==> config.mk <==
export PLATFORM = sky130hd
export DESIGN_NAME = adc_slope_seq
export DESIGN_NICKNAME = d
export VERILOG_FILES = /design/src/rtl/adc_seq_pkg.sv /design/src/rtl/adc_ctl_regs.sv /design/src/rtl/adc_chg_ctrl.sv /design/src/rtl/adc_pad_drive.sv /design/src/rtl/adc_slope_seq.sv
export SDC_FILE = /design/constraint.sdc
export NUM_CORES = 1
export LEC_CHECK = 0
export BUFFER_PORTS_ARGS = -buffer_cell sky130_fd_sc_hd__buf_2
export CAP_MARGIN = 20
export CORE_AREA = 2 2 39 41
export CTS_CLUSTER_SIZE = 20
export DETAILED_ROUTE_END_ITERATION = 6
export DIE_AREA = 0 0 41 43
export PLACE_DENSITY = 0.62
export SLEW_MARGIN = 40
export SYNTH_ARGS = -nofsm -noshare
export SYNTH_HDL_FRONTEND = slang
export SYNTH_SLANG_ARGS = --single-unit
==> constraint.sdc <==
create_clock -name clk -period 1.8 [get_ports clk]
set_input_delay 0.18 -clock clk [delete_from_list [all_inputs] [get_ports clk]]
set_output_delay 0.18 -clock clk [all_outputs]
set_load 0.1 [all_outputs]
==> src/rtl/adc_seq_pkg.sv <==
package adc_seq_pkg;

    localparam int DATA_W = 8;

    typedef enum logic [1:0] {
        MODE_MANUAL = 2'b00,
        MODE_ALT_A  = 2'b01,
        MODE_ALT_B  = 2'b10,
        MODE_TIMER  = 2'b11
    } seq_mode_e;

    // Register layout, MSB first: charge, mode[1:0], capture enable,
    // comparator irq enable, comparator 2 enable, comparator 1 enable, master enable
    typedef struct packed {
        logic      chg;
        seq_mode_e mode;
        logic      cap_en;
        logic      cmp_irq_en;
        logic      cmp2_en;
        logic      cmp1_en;
        logic      master_en;
    } ctl_reg_t;

    function automatic logic mode_is_auto(seq_mode_e m, logic partial_auto);
        case (m)
            MODE_TIMER:             return 1'b1;
            MODE_ALT_A, MODE_ALT_B: return partial_auto;
            default:                return 1'b0;
        endcase
    endfunction

endpackage

==> src/rtl/adc_ctl_regs.sv <==
module adc_ctl_regs
    import adc_seq_pkg::*;
#(
    parameter int          ADDR_W   = 5,
    parameter logic [ADDR_W-1:0] REG_ADDR = 5'h1D
) (
    input  logic              clk,
    input  logic              rst,
    input  logic [ADDR_W-1:0] bus_addr,
    input  logic              bus_wr,
    input  logic [DATA_W-1:0] bus_wdata,
    output logic              addr_hit,
    output logic              wr_hit,
    output ctl_reg_t          cfg_q
);
    ctl_reg_t wr_view;

    assign addr_hit = (bus_addr == REG_ADDR);
    assign wr_hit   = addr_hit && bus_wr;
    assign wr_view  = ctl_reg_t'(bus_wdata);

    // Bit 7 is held by the charge controller; this bank keeps the rest.
    always_ff @(posedge clk) begin
        if (rst) begin
            cfg_q <= '0;
        end else if (wr_hit) begin
            cfg_q     <= wr_view;
            cfg_q.chg <= 1'b0;
        end
    end

    p_mode_reset_r11: assert property (@(posedge clk)
        rst |=> (cfg_q.mode == MODE_MANUAL));

    p_no_stray_write_r2: assert property (@(posedge clk) disable iff (rst)
        !wr_hit |=> $stable(cfg_q));
endmodule

==> src/rtl/adc_chg_ctrl.sv <==
module adc_chg_ctrl
    import adc_seq_pkg::*;
#(
    parameter bit PARTIAL_AUTO = 1'b1
) (
    input  logic      clk,
    input  logic      rst,
    input  logic      wr_hit,
    input  logic      wr_chg,
    input  ctl_reg_t  cfg_q,
    input  logic      ocf_pulse,
    input  logic      icf_pulse,
    output logic      chg_q
);
    logic hw_active;
    logic chg_d;

    assign hw_active = cfg_q.master_en && mode_is_auto(cfg_q.mode, PARTIAL_AUTO);

    always_comb begin
        chg_d = chg_q;
        if (wr_hit)
            chg_d = wr_chg;
        if (hw_active && icf_pulse)
            chg_d = 1'b0;
        else if (hw_active && ocf_pulse)
            chg_d = 1'b1;
    end

    always_ff @(posedge clk) begin
        if (rst) chg_q <= 1'b0;
        else     chg_q <= chg_d;
    end

    p_ocf_set_r5: assert property (@(posedge clk) disable iff (rst)
        (hw_active && ocf_pulse && !icf_pulse) |=> chg_q);

    p_icf_clr_r6: assert property (@(posedge clk) disable iff (rst)
        (hw_active && icf_pulse) |=> !chg_q);

    p_manual_hold_r4: assert property (@(posedge clk) disable iff (rst)
        (!hw_active && !wr_hit) |=> $stable(chg_q));

    p_event_over_write_r8: assert property (@(posedge clk) disable iff (rst)
        (wr_hit && !wr_chg && hw_active && ocf_pulse && !icf_pulse) |=> chg_q);
endmodule

==> src/rtl/adc_pad_drive.sv <==
module adc_pad_drive (
    input  logic clk,
    input  logic rst,
    input  logic master_en,
    input  logic chg,
    output logic src_en,
    output logic sink_en
);
    assign src_en  = master_en && chg;
    assign sink_en = master_en && !chg;

    p_excl_r10: assert property (@(posedge clk) disable iff (rst)
        !(src_en && sink_en));

    p_isen_gate_r3: assert property (@(posedge clk) disable iff (rst)
        !master_en |-> (!src_en && !sink_en));
endmodule

==> src/rtl/adc_slope_seq.sv <==
module adc_slope_seq
    import adc_seq_pkg::*;
#(
    parameter int                ADDR_W       = 5,
    parameter logic [ADDR_W-1:0] REG_ADDR     = 5'h1D,
    parameter bit                PARTIAL_AUTO = 1'b1
) (
    input  logic              clk,
    input  logic              rst,
    input  logic [ADDR_W-1:0] bus_addr,
    input  logic              bus_wr,
    input  logic [7:0]        bus_wdata,
    output logic [7:0]        bus_rdata,
    input  logic              ocf_pulse,
    input  logic              icf_pulse,
    output logic              chg_src_en,
    output logic              dis_sink_en
);
    logic     addr_hit;
    logic     wr_hit;
    logic     chg_q;
    ctl_reg_t cfg_q;
    ctl_reg_t live;

    adc_ctl_regs #(.ADDR_W(ADDR_W), .REG_ADDR(REG_ADDR)) u_regs (
        .clk(clk), .rst(rst), .bus_addr(bus_addr), .bus_wr(bus_wr),
        .bus_wdata(bus_wdata), .addr_hit(addr_hit), .wr_hit(wr_hit), .cfg_q(cfg_q)
    );

    adc_chg_ctrl #(.PARTIAL_AUTO(PARTIAL_AUTO)) u_chg (
        .clk(clk), .rst(rst), .wr_hit(wr_hit), .wr_chg(bus_wdata[DATA_W-1]),
        .cfg_q(cfg_q), .ocf_pulse(ocf_pulse), .icf_pulse(icf_pulse), .chg_q(chg_q)
    );

    adc_pad_drive u_pad (
        .clk(clk), .rst(rst), .master_en(cfg_q.master_en), .chg(chg_q),
        .src_en(chg_src_en), .sink_en(dis_sink_en)
    );

    always_comb begin
        live     = cfg_q;
        live.chg = chg_q;
    end

    assign bus_rdata = addr_hit ? DATA_W'(live) : '0;

    p_reset_clear_r1: assert property (@(posedge clk)
        rst |=> (chg_q == 1'b0 && cfg_q == '0));
endmodule

==> Word-level counts from Yosys, hierarchy flattened <==
Cells that the tools add are included.
{ "classes": {"n_mux": 4, "n_eq_ne": 4, "reduce_logical": 10} }
{ "op_table": {"columns": ["cell", "n"], "rows": [
  ["8-bit 2-to-1 mux", 1],
  ["1-bit logical AND", 6],
  ["5-bit equality test (second input constant)", 1],
  ["2-bit equality test (second input constant)", 2],
  ["1-bit 2-to-1 mux", 3],
  ["3-bit OR reduction", 1],
  ["2-bit by 1-bit equality test with 1-bit output (second input constant)", 1],
  ["2-bit nonzero test", 1],
  ["2-bit OR reduction", 1],
  ["1-bit zero test", 1]
]} }
{ "totals": {"out_inout_bits": 10, "word_cells": 25, "input_bits": 18, "register_bits": 8} }

==> Depth between registers and ports, before layout <==
Gate-level depths: netlist of the first run.
{ "logic_depth": {"depth_word": 6, "mapped_depth": 4, "mapped_depth_nobuf": 3} }

==> Hierarchy <==
Synthesis of the first run repeated with hierarchy kept, for this count alone.
{ "unflattened": {"cells_unflattened": 50, "hier_area_um2": 473.0} }
{ "modules_own_cells": {"columns": ["module", "area_per_inst_um2", "cells_per_inst", "n_inst"], "rows": [
  ["adc_ctl_regs", 346.6, 35, 1],
  ["adc_chg_ctrl", 60.1, 5, 1],
  ["adc_slope_seq", 50.0, 8, 1],
  ["adc_pad_drive", 16.3, 2, 1]
]} }

==> Worst setup path after synthesis of the first run <==
OpenSTA, ideal clock, no wires.
{ "synth_timing": {"kind": "register -> output", "from": "register, netlist name u_regs.cfg_q[0]", "to": "output port dis_sink_en", "n_path_buf": 0, "arrival_time_ns": 1.719, "slack_ns": -0.099, "path_stages_with_launch": 2, "path_cell_list": "dfxtp_1 nor2b_1"} }
{ "synth_between": {"elab_chain_len": 1} }
{ "synth_lines": {"columns": ["element", "line_no", "rtl"], "rows": [
  ["1-bit logical AND", "adc_pad_drive.sv:10", "assign sink_en = master_en && !chg;"],
  ["end, declared", "adc_slope_seq.sv:17", "output logic dis_sink_en"]
]} }
Every way passes these cells.

==> Worst setup path after layout of the first run <==
{ "layout_timing": {"from": "input port bus_addr[4]", "to": "output port bus_rdata[2]"} }
{ "layout_between": {"elab_chain_len": 2} }
{ "layout_lines": {"columns": ["element", "line_no", "rtl"], "rows": [
  ["start, declared", "adc_slope_seq.sv:10", "input logic [ADDR_W-1:0] bus_addr,"],
  ["5-bit equality test", "adc_ctl_regs.sv:18", "assign addr_hit = (bus_addr == REG_ADDR);"],
  ["8-bit 2-to-1 mux", "adc_slope_seq.sv:45", "assign bus_rdata = addr_hit ? DATA_W'(live) : '0;"],
  ["end, declared", "adc_slope_seq.sv:13", "output logic [7:0] bus_rdata,"]
]} }
Every way passes these cells.

==> impl_metrics.csv, run 1 <==
group,metric,value,unit
clocking,clk_latency,0.26,ns
floorplanning,fp.dieW,41,um
yosys,ys_ff_latch,8,
timing,fmax,688,MHz
floorplanning,dieArea,1760,sq um
place,dp_cells,92,
grt,grt_antenna_before_repair,0,
critical_path,slowest_delay,0.41,ns
floorplanning,die_h,43,um
critical_path,worstPathCellList,"buf_2 -> nand3_2 -> nor3b_2 -> and2_1 -> buf_12",
yosys,synthDistinctLibCells,18,
grt,grt_pass1_wl,1850,um
clocking,clkTransAtPathRegs,0.05,ns
critical_path,crit_path_end,"bus_rdata[2]",
timing,fin_hold_ws,0.105,ns
power_and_ir_drop,ir_worst_vdd,305,uV
detailed_routing,drt_wl_total,1120,um
detailed_routing,drt-initial-drc-count,8,
finish,synthToLayoutAreaGrowth,65.6,%
critical_path,path_depth,5,
detailed_routing,wire_per_inst,11.8,um
clocking,cts_htree_levels,1,
critical_path,critPathCaptureType,"primary output",
detailed_routing,firstDrtPassIters,4,
critical_path,arrival,1.27,ns
clocking,cts.path.max_buffers,2,
finish,num_antenna_cells,0,
timing,min_period_over_period,80.8,%
yosys,synth_flop_cell,"dfxtp_1",
yosys,syn_nets,70,
critical_path,reg2reg_depth,3,
flow_run,maxCapViolCount,0,
status,status,"completed",
critical_path,reg2reg_to,"u_chg.chg_q$_SDFFE_PP0P_",
critical_path,path_buf_inv,2,
critical_path,path_delay_family,"simple AND/OR/NAND/NOR gates",
clocking,cts_resized,0,
critical_path,path_max_fanout,9,
critical_path,cpMaxStageDelayCell,"nor3b_2",
grt,grt_max_degree,10,
clocking,clockRootBuffer,"clkbuf_4",
critical_path,crit_start,"bus_addr[4]",
timing,skew,0.000115,ns
power_and_ir_drop,leakagePower,0.308,nW
yosys,netlist_instances,52,
yosys,synth-edff-count,0,
timing,relSlewSlack,68.0,%
floorplanning,start_util,31.3,%
timing,tns,0,ns
floorplanning,design.core.area,1380,sq um
detailed_routing,num_vias,497,
detailed_routing,drc,0,
clocking,cts_tree,"done",
grt,grt-ovfl-total,0,
clocking,cts_setup_buffers,0,
detailed_routing,ant_nets,0,
yosys,synth_area_leaders,"dfxtp_1, and2_1, o21ai_0, a21oi_1, nand3_1",
timing,hold_viol,0,
yosys,synth_area,433,sq um
critical_path,crit_required,1.62,ns
floorplanning,io_pins,28,
yosys,yosys_warnings,0,
clocking,ctsHoldBuffers,0,
timing,rsz0062_at_grt,"false",
timing,min_period,1.45,ns
detailed_routing,vias_per_cell,5.23,
grt,grtUsageTotal,15.6,%
worst_hold_path,hp-class,"input pin to register",
yosys,yosysMostFrequentCell,"and2_1",
critical_path,r2r_slack,0.89,ns
timing,maxSlewViolCount,0,
place,portBuffers,27,
critical_path,start_kind,"input pin",
critical_path,reg2reg_from,"u_regs.cfg_q[5]$_SDFFE_PP0P_",
clocking,cts_sinks,8,
power_and_ir_drop,p_per_area,506,nW/um^2
finish,nNetsFinal,99,
power_and_ir_drop,finalPower,363,uW
place,gp_congestion,0.752,
finish,stdcell_count,95,
yosys,async_flop_share,0,%
finish,drive_gt1_share,43.0,%
yosys,synth_common_cells,"and2_1, dfxtp_1, o21ai_0",
floorplanning,rows,14,
yosys,synth_top_cell_by_area,"dfxtp_1",
timing,finalSetupViolCount,0,
critical_path,crit_type,"input pin to primary output",
yosys,seq_area_frac_synth,37.0,%
clocking,cts_buffers,3,
timing,tightest_slew,0.484,ns
yosys,netlist.area_leader.share,37.0,%
grt,grt_pass1_vias,454,
yosys,syn_avg_cell_area,8.33,sq um
state kept, by name, indices dropped and copies added (netlist names):
signal        cells
u_chg.chg_q       1
u_regs.cfg_q      7
power by group:
group	total, mW	internal, mW	switching, mW	leakage (nW)
Clock	0.144	0.0767	0.0678	0.0138
Sequential	0.179	0.179	0.000909	0.0645
Combinational	0.0386	0.0177	0.0209	0.230
Total	0.363	0.273	0.0895	0.308
metal layers:
metal	wire length [um]	vias up	global-route usage, %
met2	465	28	20.3
met1	485	219	21.2
met4	45	0	12.0
li1	-	245	-
met5	0	-	0
met3	123	5	3.66
cell type report:
type                            instances  area [sq um]
Multi-Input combinational cell         41           259
Sequential cell                         8           160
Clock buffer                            3          22.5
Timing Repair Buffer                   27           255
Tap cell                               16          20.0
Fill cell                             133           667
worst min path at each step:
stage          cells after the start  slack, ns                        to       from
5_1_grt                            2       0.11  u_chg.chg_q$_SDFFE_PP0P_  icf_pulse
3_5_place_dp                       2       0.38  u_chg.chg_q$_SDFFE_PP0P_  icf_pulse
4_1_cts                            2       0.11  u_chg.chg_q$_SDFFE_PP0P_  icf_pulse
6_report                           2       0.10  u_chg.chg_q$_SDFFE_PP0P_  icf_pulse
2_1_floorplan                      1       0.27  u_chg.chg_q$_SDFFE_PP0P_  icf_pulse
3_3_place_gp                       2       0.37  u_chg.chg_q$_SDFFE_PP0P_  icf_pulse
metrics by stage:
step           utilization, %  instance area [sq um]  setup WS, ns
6_report                 51.8                    717         0.346
5_1_grt                  51.8                    717         0.238
4_1_cts                  51.8                    717         0.350
3_5_place_dp             50.2                    694         0.351
3_3_place_gp             50.2                    694         0.388
2_1_floorplan               -                    435         0.223
layout by cell type (no fill, tap or decap), types with 3 or more instances in the layout:
| cell type | count |
|---|---|
| o21ai_0 | 8 |
| buf_2 | 19 |
| nand3_1 | 7 |
| buf_12 | 8 |
| and2_1 | 9 |
| dfxtp_1 | 8 |
| clkbuf_4 | 3 |
| a21oi_1 | 7 |
cell families (layout without fill, tap and decap cells):
kind of cell           Yosys count  in the layout  synth area share, %
and+or+nand+nor                 22             22                 32.9
AOI/OAI and AO/OA               19             19                 26.3
DFF                              8              8                 37.0
buffers and inverters            3             30                 3.76
Note: power is estimated with default switching activity, not from simulation.
==> run 2, diff against run 1 <==
PLACE_DENSITY = 0.65   (was 0.62)
clock period = 1.2 ns   (was 1.8 ns; I/O delays follow)
==> run 2 against run 1 <==
  * Die area is the same
  * Sequential share of layout area shrank 2.0 points
  * Clock power grew 41%
  * Register-to-register slack lost 0.59 ns
  * Largest cell class is now non-clock buffers
  * Highest routed layer unchanged
==> impl_metrics.csv, run 2 (synthesis results as in run 1) <==
group,metric,value,unit
clocking,clk_latency,0.25,ns
finish,final_common_cell,"buf_2",
clocking,cts_buffers,3,
critical_path,path_buf_inv,1,
power_and_ir_drop,leakagePower,0.335,nW
place,gp_congestion,0.786,
finish,top_regs,"u_regs.cfg_q (7), u_chg.chg_q (1)",
floorplanning,die_h,43,um
grt,grt-ovfl-total,0,
timing,skew,0.000224,ns
power_and_ir_drop,p_switching,122,uW
power_and_ir_drop,p_comb_share,11.8,%
grt,grtUsageTotal,14.5,%
finish,final_cell_mix,"buf_2, buf_12, and2_2",
place,dp_cells,95,
finish,fillers,119,
finish,synthToLayoutAreaGrowth,81.5,%
power_and_ir_drop,p_sw_share,22.8,%
floorplanning,fp.dieW,41,um
critical_path,arrival,1.01,ns
timing,relSlewSlack,80.2,%
clocking,cts_resized,0,
finish,stdcell_count,98,
critical_path,worstPathCellList,"and2_2 -> buf_12",
power_and_ir_drop,p_per_area,682,nW/um^2
status,status,"completed",
timing,fin_ws,0.0654,ns
timing,fmax,881,MHz
critical_path,slowest_delay,0.39,ns
floorplanning,dieArea,1760,sq um
critical_path,start_kind,"register",
detailed_routing,num_vias,502,
clocking,cts_sinks,8,
place,portBuffers,27,
clocking,cts_tree,"done",
place,place.detailed.hpwl,885,um
timing,maxSlewViolCount,0,
timing,finalSetupViolCount,0,
detailed_routing,wire_per_inst,11.1,um
clocking,cts_htree_levels,1,
critical_path,path_max_fanout,4,
power_and_ir_drop,pwr-share-seq,50.3,%
finish,nNetsFinal,102,
detailed_routing,ant_nets,0,
clocking,cts_setup_buffers,0,
clocking,clkTransAtPathRegs,0.05,ns
timing,tightest_slew,0.297,ns
power_and_ir_drop,clkPwrFrac,38.0,%
grt,grt_antenna_before_repair,0,
grt,grt_max_degree,9,
critical_path,critPathCaptureType,"primary output",
finish,drive_gt1_share,56.1,%
power_and_ir_drop,ir_worst_vdd,462,uV
grt,grt_pass1_vias,443,
clocking,ctsHoldBuffers,0,
place,dp_slack,0.102,ns
worst_hold_path,hp-class,"input pin to register",
timing,min_period_over_period,94.5,%
floorplanning,rows,14,
detailed_routing,firstDrtPassIters,4,
grt,grt_pass1_wl,1770,um
critical_path,cpMaxStageDelayCell,"dfxtp_1",
floorplanning,io_pins,28,
timing,min_period,1.13,ns
detailed_routing,vias_per_cell,5.12,
floorplanning,start_util,31.3,%
critical_path,crit_type,"register to primary output",
detailed_routing,drc,0,
critical_path,path_delay_family,"flip-flops",
detailed_routing,drt_wl_total,1090,um
power_and_ir_drop,intPower,413,uW
finish,num_antenna_cells,0,
critical_path,crit_required,1.08,ns
clocking,clockRootBuffer,"clkbuf_4",
clocking,cts.path.max_buffers,2,
timing,rsz0062_at_grt,"false",
detailed_routing,drt-initial-drc-count,5,
flow_run,maxCapViolCount,0,
finish,largest_register,"u_regs.cfg_q",
floorplanning,design.core.area,1380,sq um
timing,hold_viol,0,
finish,largest_reg_flops,7,
run 2: routing by layer:
layer / up-vias / share of wire (%) / track usage (%)
met1: 222 / 43 / 19.0
met3: 2 / 11 / 3.66
met4: 0 / 1.3 / 10.0
li1: 253 / - / -
met2: 25 / 45 / 19.7
met5: - / 0 / 0
run 2: per-stage QoR:
step | area, sq um | utilization [%] | power (mW) | TNS (ns) | hold slack, ns
6_report | 786 | 56.8 | 0.536 | 0 | 0.0453
5_1_grt | 786 | 56.8 | 0.555 | 0 | 0.0464
4_1_cts | 781 | 56.4 | 0.540 | 0 | 0.0447
3_5_place_dp | 758 | 54.8 | 0.338 | 0 | 0.311
3_3_place_gp | 758 | 54.8 | 0.337 | 0 | 0.309
2_1_floorplan | 447 | - | 0.299 | -0.120 | 0.209
run 2: final timing paths:
kind	startpoint	end	slack [ns]	depth (start not counted)
worst min-delay path	icf_pulse	u_chg.chg_q$_SDFFE_PP0P_	0.05	2
worst max register to register	u_regs.cfg_q[5]$_SDFFE_PP0P_	u_chg.chg_q$_SDFFE_PP0P_	0.30	3
worst max-delay path	u_chg.chg_q$_SDFFE_PP0P_	bus_rdata[7]	0.07	2
worst min register to register	u_regs.cfg_q[4]$_SDFFE_PP0P_	u_regs.cfg_q[4]$_SDFFE_PP0P_	0.47	2
run 2: final cells by class:
type / count / area [sq um] / share of cell area (%)
well taps: 16 / 20.0 / 2.55
repair buffers: 30 / 308 / 39.2
multi-input cells: 41 / 275 / 35.0
clock buffers: 3 / 22.5 / 2.87
flip-flops and latches: 8 / 160 / 20.4
run 2: power groups by stage:
stage                     sequential [mW]  clock [mW]  combinational, mW
after global routing                0.269       0.215             0.0704
final                               0.269       0.203             0.0631
after floorplan                     0.274           0             0.0250
after detailed placement            0.275           0             0.0635
after global placement              0.275           0             0.0628
after CTS                           0.269       0.207             0.0637
